## config.mk

```make
export PLATFORM = sky130hd
export DESIGN_NAME = cvt_out_fmt
export DESIGN_NICKNAME = d
export VERILOG_FILES = /design/src/rtl/cof_pkg.sv /design/src/rtl/cof_pattern_gen.sv /design/src/rtl/cof_encoder.sv /design/src/rtl/cof_delay.sv /design/src/rtl/cof_lane_pack.sv /design/src/rtl/cvt_out_fmt.sv
export SDC_FILE = /design/constraint.sdc
export NUM_CORES = 1
export LEC_CHECK = 0
export BUFFER_PORTS_ARGS = -buffer_cell sky130_fd_sc_hd__buf_2
export CORE_AREA = 4 4 155 157
export CTS_CLUSTER_SIZE = 30
export DETAILED_ROUTE_END_ITERATION = 7
export DIE_AREA = 0 0 159 161
export GPL_ROUTABILITY_DRIVEN = 0
export SYNTH_ARGS = -nofsm -noshare
export SYNTH_HDL_FRONTEND = slang
export SYNTH_SLANG_ARGS = --single-unit
```

## constraint.sdc

```tcl
create_clock -name clk -period 2.35 [get_ports clk]
set_input_delay 0.235 -clock clk [delete_from_list [all_inputs] [get_ports clk]]
set_output_delay 0.235 -clock clk [all_outputs]
set_load 0.01 [all_outputs]
```

## src/rtl/cof_pkg.sv

```systemverilog
package cof_pkg;
  typedef enum logic [1:0] {
    FMT_OBIN = 2'b00,
    FMT_TWOS = 2'b01,
    FMT_GRAY = 2'b10
  } fmt_e;

  localparam logic [2:0] PAT_OFF  = 3'b000;
  localparam logic [2:0] PAT_MID  = 3'b001;
  localparam logic [2:0] PAT_ONES = 3'b010;
  localparam logic [2:0] PAT_ZERO = 3'b011;
  localparam logic [2:0] PAT_CHK  = 3'b100;
  localparam logic [2:0] PAT_USER = 3'b101;
  localparam logic [2:0] PAT_RAMP = 3'b110;
  localparam logic [2:0] PAT_OFF2 = 3'b111;
endpackage

```

## src/rtl/cof_pattern_gen.sv

```systemverilog
module cof_pattern_gen
  import cof_pkg::*;
#(
  parameter int W = 12
) (
  input  logic         clk,
  input  logic         rst_n,
  input  logic [W-1:0] smp_i,
  input  logic         ovr_i,
  input  logic [2:0]   pat_sel_i,
  input  logic [W-1:0] user_pat_i,
  input  fmt_e         fmt_i,
  output logic [W-1:0] word_q,
  output logic         ovr_q,
  output fmt_e         fmt_q,
  output logic [W-1:0] ramp_q,
  output logic         phase_q
);
  localparam logic [W-1:0] MIDSCALE = {1'b1, {(W-1){1'b0}}};

  logic [W-1:0] chk_w;
  logic [W-1:0] word_d;
  logic [W-1:0] ramp_d;
  logic         ovr_d;
  logic         phase_d;
  logic         pat_on;

  for (genvar gi = 0; gi < W; gi++) begin : g_chk
    assign chk_w[gi] = phase_q ^ ((gi % 2) != 0);
  end

  always_comb begin
    ramp_d  = ramp_q + 1'b1;
    phase_d = ~phase_q;
    pat_on  = (pat_sel_i != PAT_OFF) && (pat_sel_i != PAT_OFF2);
    word_d  = smp_i;
    case (pat_sel_i)
      PAT_MID:  word_d = MIDSCALE;
      PAT_ONES: word_d = '1;
      PAT_ZERO: word_d = '0;
      PAT_CHK:  word_d = chk_w;
      PAT_USER: word_d = user_pat_i;
      PAT_RAMP: word_d = ramp_q;
      default:  word_d = smp_i;
    endcase
    ovr_d = ovr_i & ~pat_on;
  end

  always_ff @(posedge clk or negedge rst_n) begin
    if (!rst_n) begin
      word_q  <= '0;
      ovr_q   <= 1'b0;
      fmt_q   <= FMT_OBIN;
      ramp_q  <= '0;
      phase_q <= 1'b0;
    end else begin
      word_q  <= word_d;
      ovr_q   <= ovr_d;
      fmt_q   <= fmt_i;
      ramp_q  <= ramp_d;
      phase_q <= phase_d;
    end
  end
endmodule

```

## src/rtl/cof_encoder.sv

```systemverilog
module cof_encoder
  import cof_pkg::*;
#(
  parameter int W = 12
) (
  input  logic         clk,
  input  logic         rst_n,
  input  logic [W-1:0] word_i,
  input  logic         ovr_i,
  input  fmt_e         fmt_i,
  output logic [W-1:0] enc_q,
  output logic         ovr_q
);
  localparam logic [W-1:0] MSB_MASK = {1'b1, {(W-1){1'b0}}};

  logic [W-1:0] enc_d;

  always_comb begin
    case (fmt_i)
      FMT_TWOS: enc_d = word_i ^ MSB_MASK;
      FMT_GRAY: enc_d = word_i ^ (word_i >> 1);
      default:  enc_d = word_i;
    endcase
  end

  always_ff @(posedge clk or negedge rst_n) begin
    if (!rst_n) begin
      enc_q <= '0;
      ovr_q <= 1'b0;
    end else begin
      enc_q <= enc_d;
      ovr_q <= ovr_i;
    end
  end
endmodule

```

## src/rtl/cof_delay.sv

```systemverilog
module cof_delay #(
  parameter int DW     = 13,
  parameter int STAGES = 12
) (
  input  logic          clk,
  input  logic          rst_n,
  input  logic [DW-1:0] din,
  output logic [DW-1:0] dout
);
  if (STAGES == 0) begin : g_pass
    assign dout = din;
  end else begin : g_pipe
    logic [DW-1:0] pipe_q [STAGES];

    always_ff @(posedge clk or negedge rst_n) begin
      if (!rst_n) begin
        for (int s = 0; s < STAGES; s++) pipe_q[s] <= '0;
      end else begin
        pipe_q[0] <= din;
        for (int s = 1; s < STAGES; s++) pipe_q[s] <= pipe_q[s-1];
      end
    end

    assign dout = pipe_q[STAGES-1];
  end
endmodule

```

## src/rtl/cof_lane_pack.sv

```systemverilog
module cof_lane_pack #(
  parameter int W = 12
) (
  input  logic           clk,
  input  logic           dav_qclk_i,
  input  logic           ddr_mode_i,
  input  logic [W-1:0]   word_i,
  output logic [W-1:0]   par_o,
  output logic [W/2-1:0] ddr_o,
  output logic           dav_o
);
  localparam int LANES = W / 2;

  for (genvar li = 0; li < LANES; li++) begin : g_lane
    assign ddr_o[li] = ddr_mode_i & (clk ? word_i[2*li] : word_i[2*li+1]);
  end

  assign par_o = ddr_mode_i ? '0 : word_i;
  assign dav_o = ddr_mode_i ? dav_qclk_i : ~clk;
endmodule

```

## src/rtl/cvt_out_fmt.sv

```systemverilog
module cvt_out_fmt
  import cof_pkg::*;
#(
  parameter int W       = 12,
  parameter int LATENCY = 14
) (
  input  logic           clk,
  input  logic           rst_n,
  input  logic           dav_qclk_i,
  input  logic [W-1:0]   smp_i,
  input  logic           ovr_i,
  input  logic [2:0]     pat_sel_i,
  input  logic [W-1:0]   user_pat_i,
  input  logic [1:0]     fmt_sel_i,
  input  logic           pin_mode_i,
  input  logic           dfs_i,
  input  logic           ddr_mode_i,
  output logic [W-1:0]   par_o,
  output logic [W/2-1:0] ddr_o,
  output logic           ovr_o,
  output logic           dav_o
);
  localparam int TAIL = LATENCY - 2;
  localparam int DW   = W + 1;

  fmt_e         fmt_res;
  logic [W-1:0] s1_word;
  logic         s1_ovr;
  fmt_e         s1_fmt;
  logic [W-1:0] ramp_q;
  logic         phase_q;
  logic [W-1:0] enc_word;
  logic         enc_ovr;
  logic [DW-1:0] tail_out;

  always_comb begin
    if (pin_mode_i) begin
      fmt_res = dfs_i ? FMT_TWOS : FMT_OBIN;
    end else begin
      case (fmt_sel_i)
        2'b01:   fmt_res = FMT_TWOS;
        2'b10:   fmt_res = FMT_GRAY;
        default: fmt_res = FMT_OBIN;
      endcase
    end
  end

  cof_pattern_gen #(.W(W)) u_pat (
    .clk        (clk),
    .rst_n      (rst_n),
    .smp_i      (smp_i),
    .ovr_i      (ovr_i),
    .pat_sel_i  (pat_sel_i),
    .user_pat_i (user_pat_i),
    .fmt_i      (fmt_res),
    .word_q     (s1_word),
    .ovr_q      (s1_ovr),
    .fmt_q      (s1_fmt),
    .ramp_q     (ramp_q),
    .phase_q    (phase_q)
  );

  cof_encoder #(.W(W)) u_enc (
    .clk    (clk),
    .rst_n  (rst_n),
    .word_i (s1_word),
    .ovr_i  (s1_ovr),
    .fmt_i  (s1_fmt),
    .enc_q  (enc_word),
    .ovr_q  (enc_ovr)
  );

  cof_delay #(.DW(DW), .STAGES(TAIL)) u_dly (
    .clk   (clk),
    .rst_n (rst_n),
    .din   ({enc_ovr, enc_word}),
    .dout  (tail_out)
  );

  assign ovr_o = tail_out[W];

  cof_lane_pack #(.W(W)) u_pack (
    .clk        (clk),
    .dav_qclk_i (dav_qclk_i),
    .ddr_mode_i (ddr_mode_i),
    .word_i     (tail_out[W-1:0]),
    .par_o      (par_o),
    .ddr_o      (ddr_o),
    .dav_o      (dav_o)
  );
endmodule

```

==> metrics <==
final worst slack 308.3 ps; Final Skew 6.512 ps; antenna cells 0; Initial Utilization 27.63%; Rel. slew slack 51.88%; vias per cell 4.180; EDFF count, synth 0; drt drc 0; r2r endpoint u_enc.enc_q[1]; DP Cell Count 707; asr flop ratio synth 100.0%; Arr. time, crit path 1810 ps; Worst R2R Setup Slack 730 ps; pre-CTS setup slack 632.3 ps; hold path depth 3; Reg power frac 51.9%; Area Overhead vs Synth 21.63%; row cnt 55; Main synth FF type dfrtp_1; Comb pwr share 4.4%; GRT overflow 0; Peak supply drop 0.0005515 V; largest net degree at the start of global routing 78; RSZ-0062 raised after global routing no; min-delay worst type in -> reg; Unique masters post-synth 36; non-filler cells in the finished layout 751; core area 22,500 µm²; sequential share of the synthesized area 79.29%; worst endpoint required time 2120 ps; clock-pin slew on the worst setup and hold paths 60 ps; final-stage net count 492; Syn Area/Cell 16.36 µm²; share of the synthesized area in the top cell type 79.29%; Synth Instances 380; Synth Register Bits 197; half-perimeter wire length after placement 5.429 mm; drt initial violations 138; run status finished, final reports clean; routed wire length 8.928 mm; clk_lat worst skew 530 ps; Pint 5.827 mW; Fin Setup TNS 0 ps; Hold Crit Start smp_i[9]; TritonCTS clock tree built; Crit. End Element output port; CP Launch Type clock port; wire length per cell 11.89 µm; vias in the first global route 3,468; switching part of the total 22.45%; Min Hold Slack 31.82 ps; PostCTS Resize Cnt 0; GRT Total Usage 7.716%; share of layout cells above drive strength 1 20.82%; num ports 56; Worst-Margin Slew 721.7 ps; R2R cell count 4; First-pass DRT Iterations 5; PwrDens 993.7 nW/µm²; Syn Nets 419; Clk network pwr share 43.7%; die width 159 µm; Hold Vio Cnt, Final 0; Fillers 2,149; leading area contributor after synthesis dfrtp_1; Min-Delay Endpoint u_pat.word_q[9]; Ys Warns 0; switching power 1.687 mW; Post-Synthesis Cell Area 6217 µm²; post-route core utilization 33.61%; Die Ht 161 µm; Pleak 3.563 nW; die footprint 25,600 µm²; post-route ant nets 0; Max Cap Viol 0; first-pass GRT wire length 15.72 mm; Worst Path Max Fanout 4; vias 3,139; largest cells by area after synthesis dfrtp_1 (79%), mux2i_1 (3.9%), nor2b_1 (2.1%), a22o_1 (1.5%), a211oi_1 (1.4%); initial antenna violation count 0; Critical Setup Path Class clk -> out; max-slew violation count 0; worst r2r src u_pat.fmt_q[0]; Final setup viols 0; IO buf count 55
final cells by class:
type	count	area (µm²)	share of cell area [%]
tap	285	356.6	4.715
clock buffer	31	581.8	7.694
multi-input combinational	161	1179	15.59
clock inverter	12	116.4	1.539
inverter	6	22.52	0.2978
timing repair buffer	59	376.6	4.980
sequential	197	4930	65.19
metrics by stage:
stage               power, mW  instance area, µm²
floorplan               4.271                6217
global placement        4.396                6819
detailed placement      4.444                6819
CTS                     7.650                7562
global route            7.893                7562
finish                  7.514                7562
cells by family (layout without fill, tap and decap cells):
logic type	Yosys count	after routing	synth area share, %
adder cells (fa/ha/maj)	3	3	0.6038
AND/OR/NAND/NOR	70	70	6.179
multiplexers	28	28	4.588
buffers and inverters	22	108	1.751
AO/OA/AOI/OAI	50	50	6.178
XOR/XNOR	10	10	1.409
flip-flops	197	197	79.29
cell usage in the layout, fill, tap and decap left out, types with 4 or more instances in the layout:
cell type	instances
a22o_1	11
clkbuf_16	21
dlygate4sd3_1	8
dfrtp_1	197
mux2i_1	24
xnor2_1	9
inv_1	6
buf_2	54
nand2b_1	9
inv_6	6
mux2_2	4
a21oi_1	5
o21bai_1	5
nand2_1	10
nor2_1	11
a32o_1	5
nand3_1	6
o21a_1	6
a211oi_1	12
nor2b_1	21
worst max-delay path by stage:
stage / slack [ps] / start / end / cells past startpoint
after floorplan: 470 / clk / ddr_o[0] / 3
after global placement: 630 / clk / ddr_o[1] / 3
after detailed placement: 630 / clk / ddr_o[2] / 3
after CTS: 290 / clk / ddr_o[4] / 5
after global routing: 250 / clk / ddr_o[0] / 5
final: 310 / clk / ddr_o[4] / 5
layer usage:
metal	wire, µm	up-vias	global-route usage (%)
met5	0	-	0
met3	592	23	4.159
met1	3852	1564	8.624
met4	243	0	4.970
met2	4240	119	11.50
li1	-	1433	-
sequential cells by signal (all words and copies together) (netlist names):
register             cells
u_pat.word_q            12
u_enc.ovr_q              1
u_pat.fmt_q              2
u_dly.dout              13
u_pat.phase_q            1
u_pat.ramp_q            12
u_pat.ovr_q              1
u_dly.g_pipe.pipe_q    143
u_enc.enc_q             12
worst max-delay path, stage by stage:
cell,delay [ps]
clkbuf_16,130
clkbuf_16,140
mux2i_1,120
nor2b_1,110
buf_2,130
cells in the mapped netlist, types with 3 or more instances:
cell      number
a211oi_1      12
a21oi_1        5
a22o_1        11
a32o_1         5
buf_2          9
clkbuf_1       4
dfrtp_1      197
ha_1           3
inv_1          6
mux2_2         4
mux2i_1       24
nand2_1       10
nand2b_1       9
nand3_1        6
nand4_1        3
nor2_1        11
nor2b_1       21
o21a_1         6
o21bai_1       5
xnor2_1        9
timing repair:
action,CTS,global route
hold buffers,8,0
hold endpoints to repair,77,0
buffers inserted,0,0
power by group through the flow:
stage	Sequential, mW	Clock (mW)	Combinational, mW
floorplan	3.92	0.172	0.180
global placement	3.93	0.151	0.311
detailed placement	3.97	0.151	0.325
CTS	3.91	3.41	0.337
global route	3.94	3.58	0.376
finish	3.90	3.29	0.330
Power figures use the tool's default switching activity.
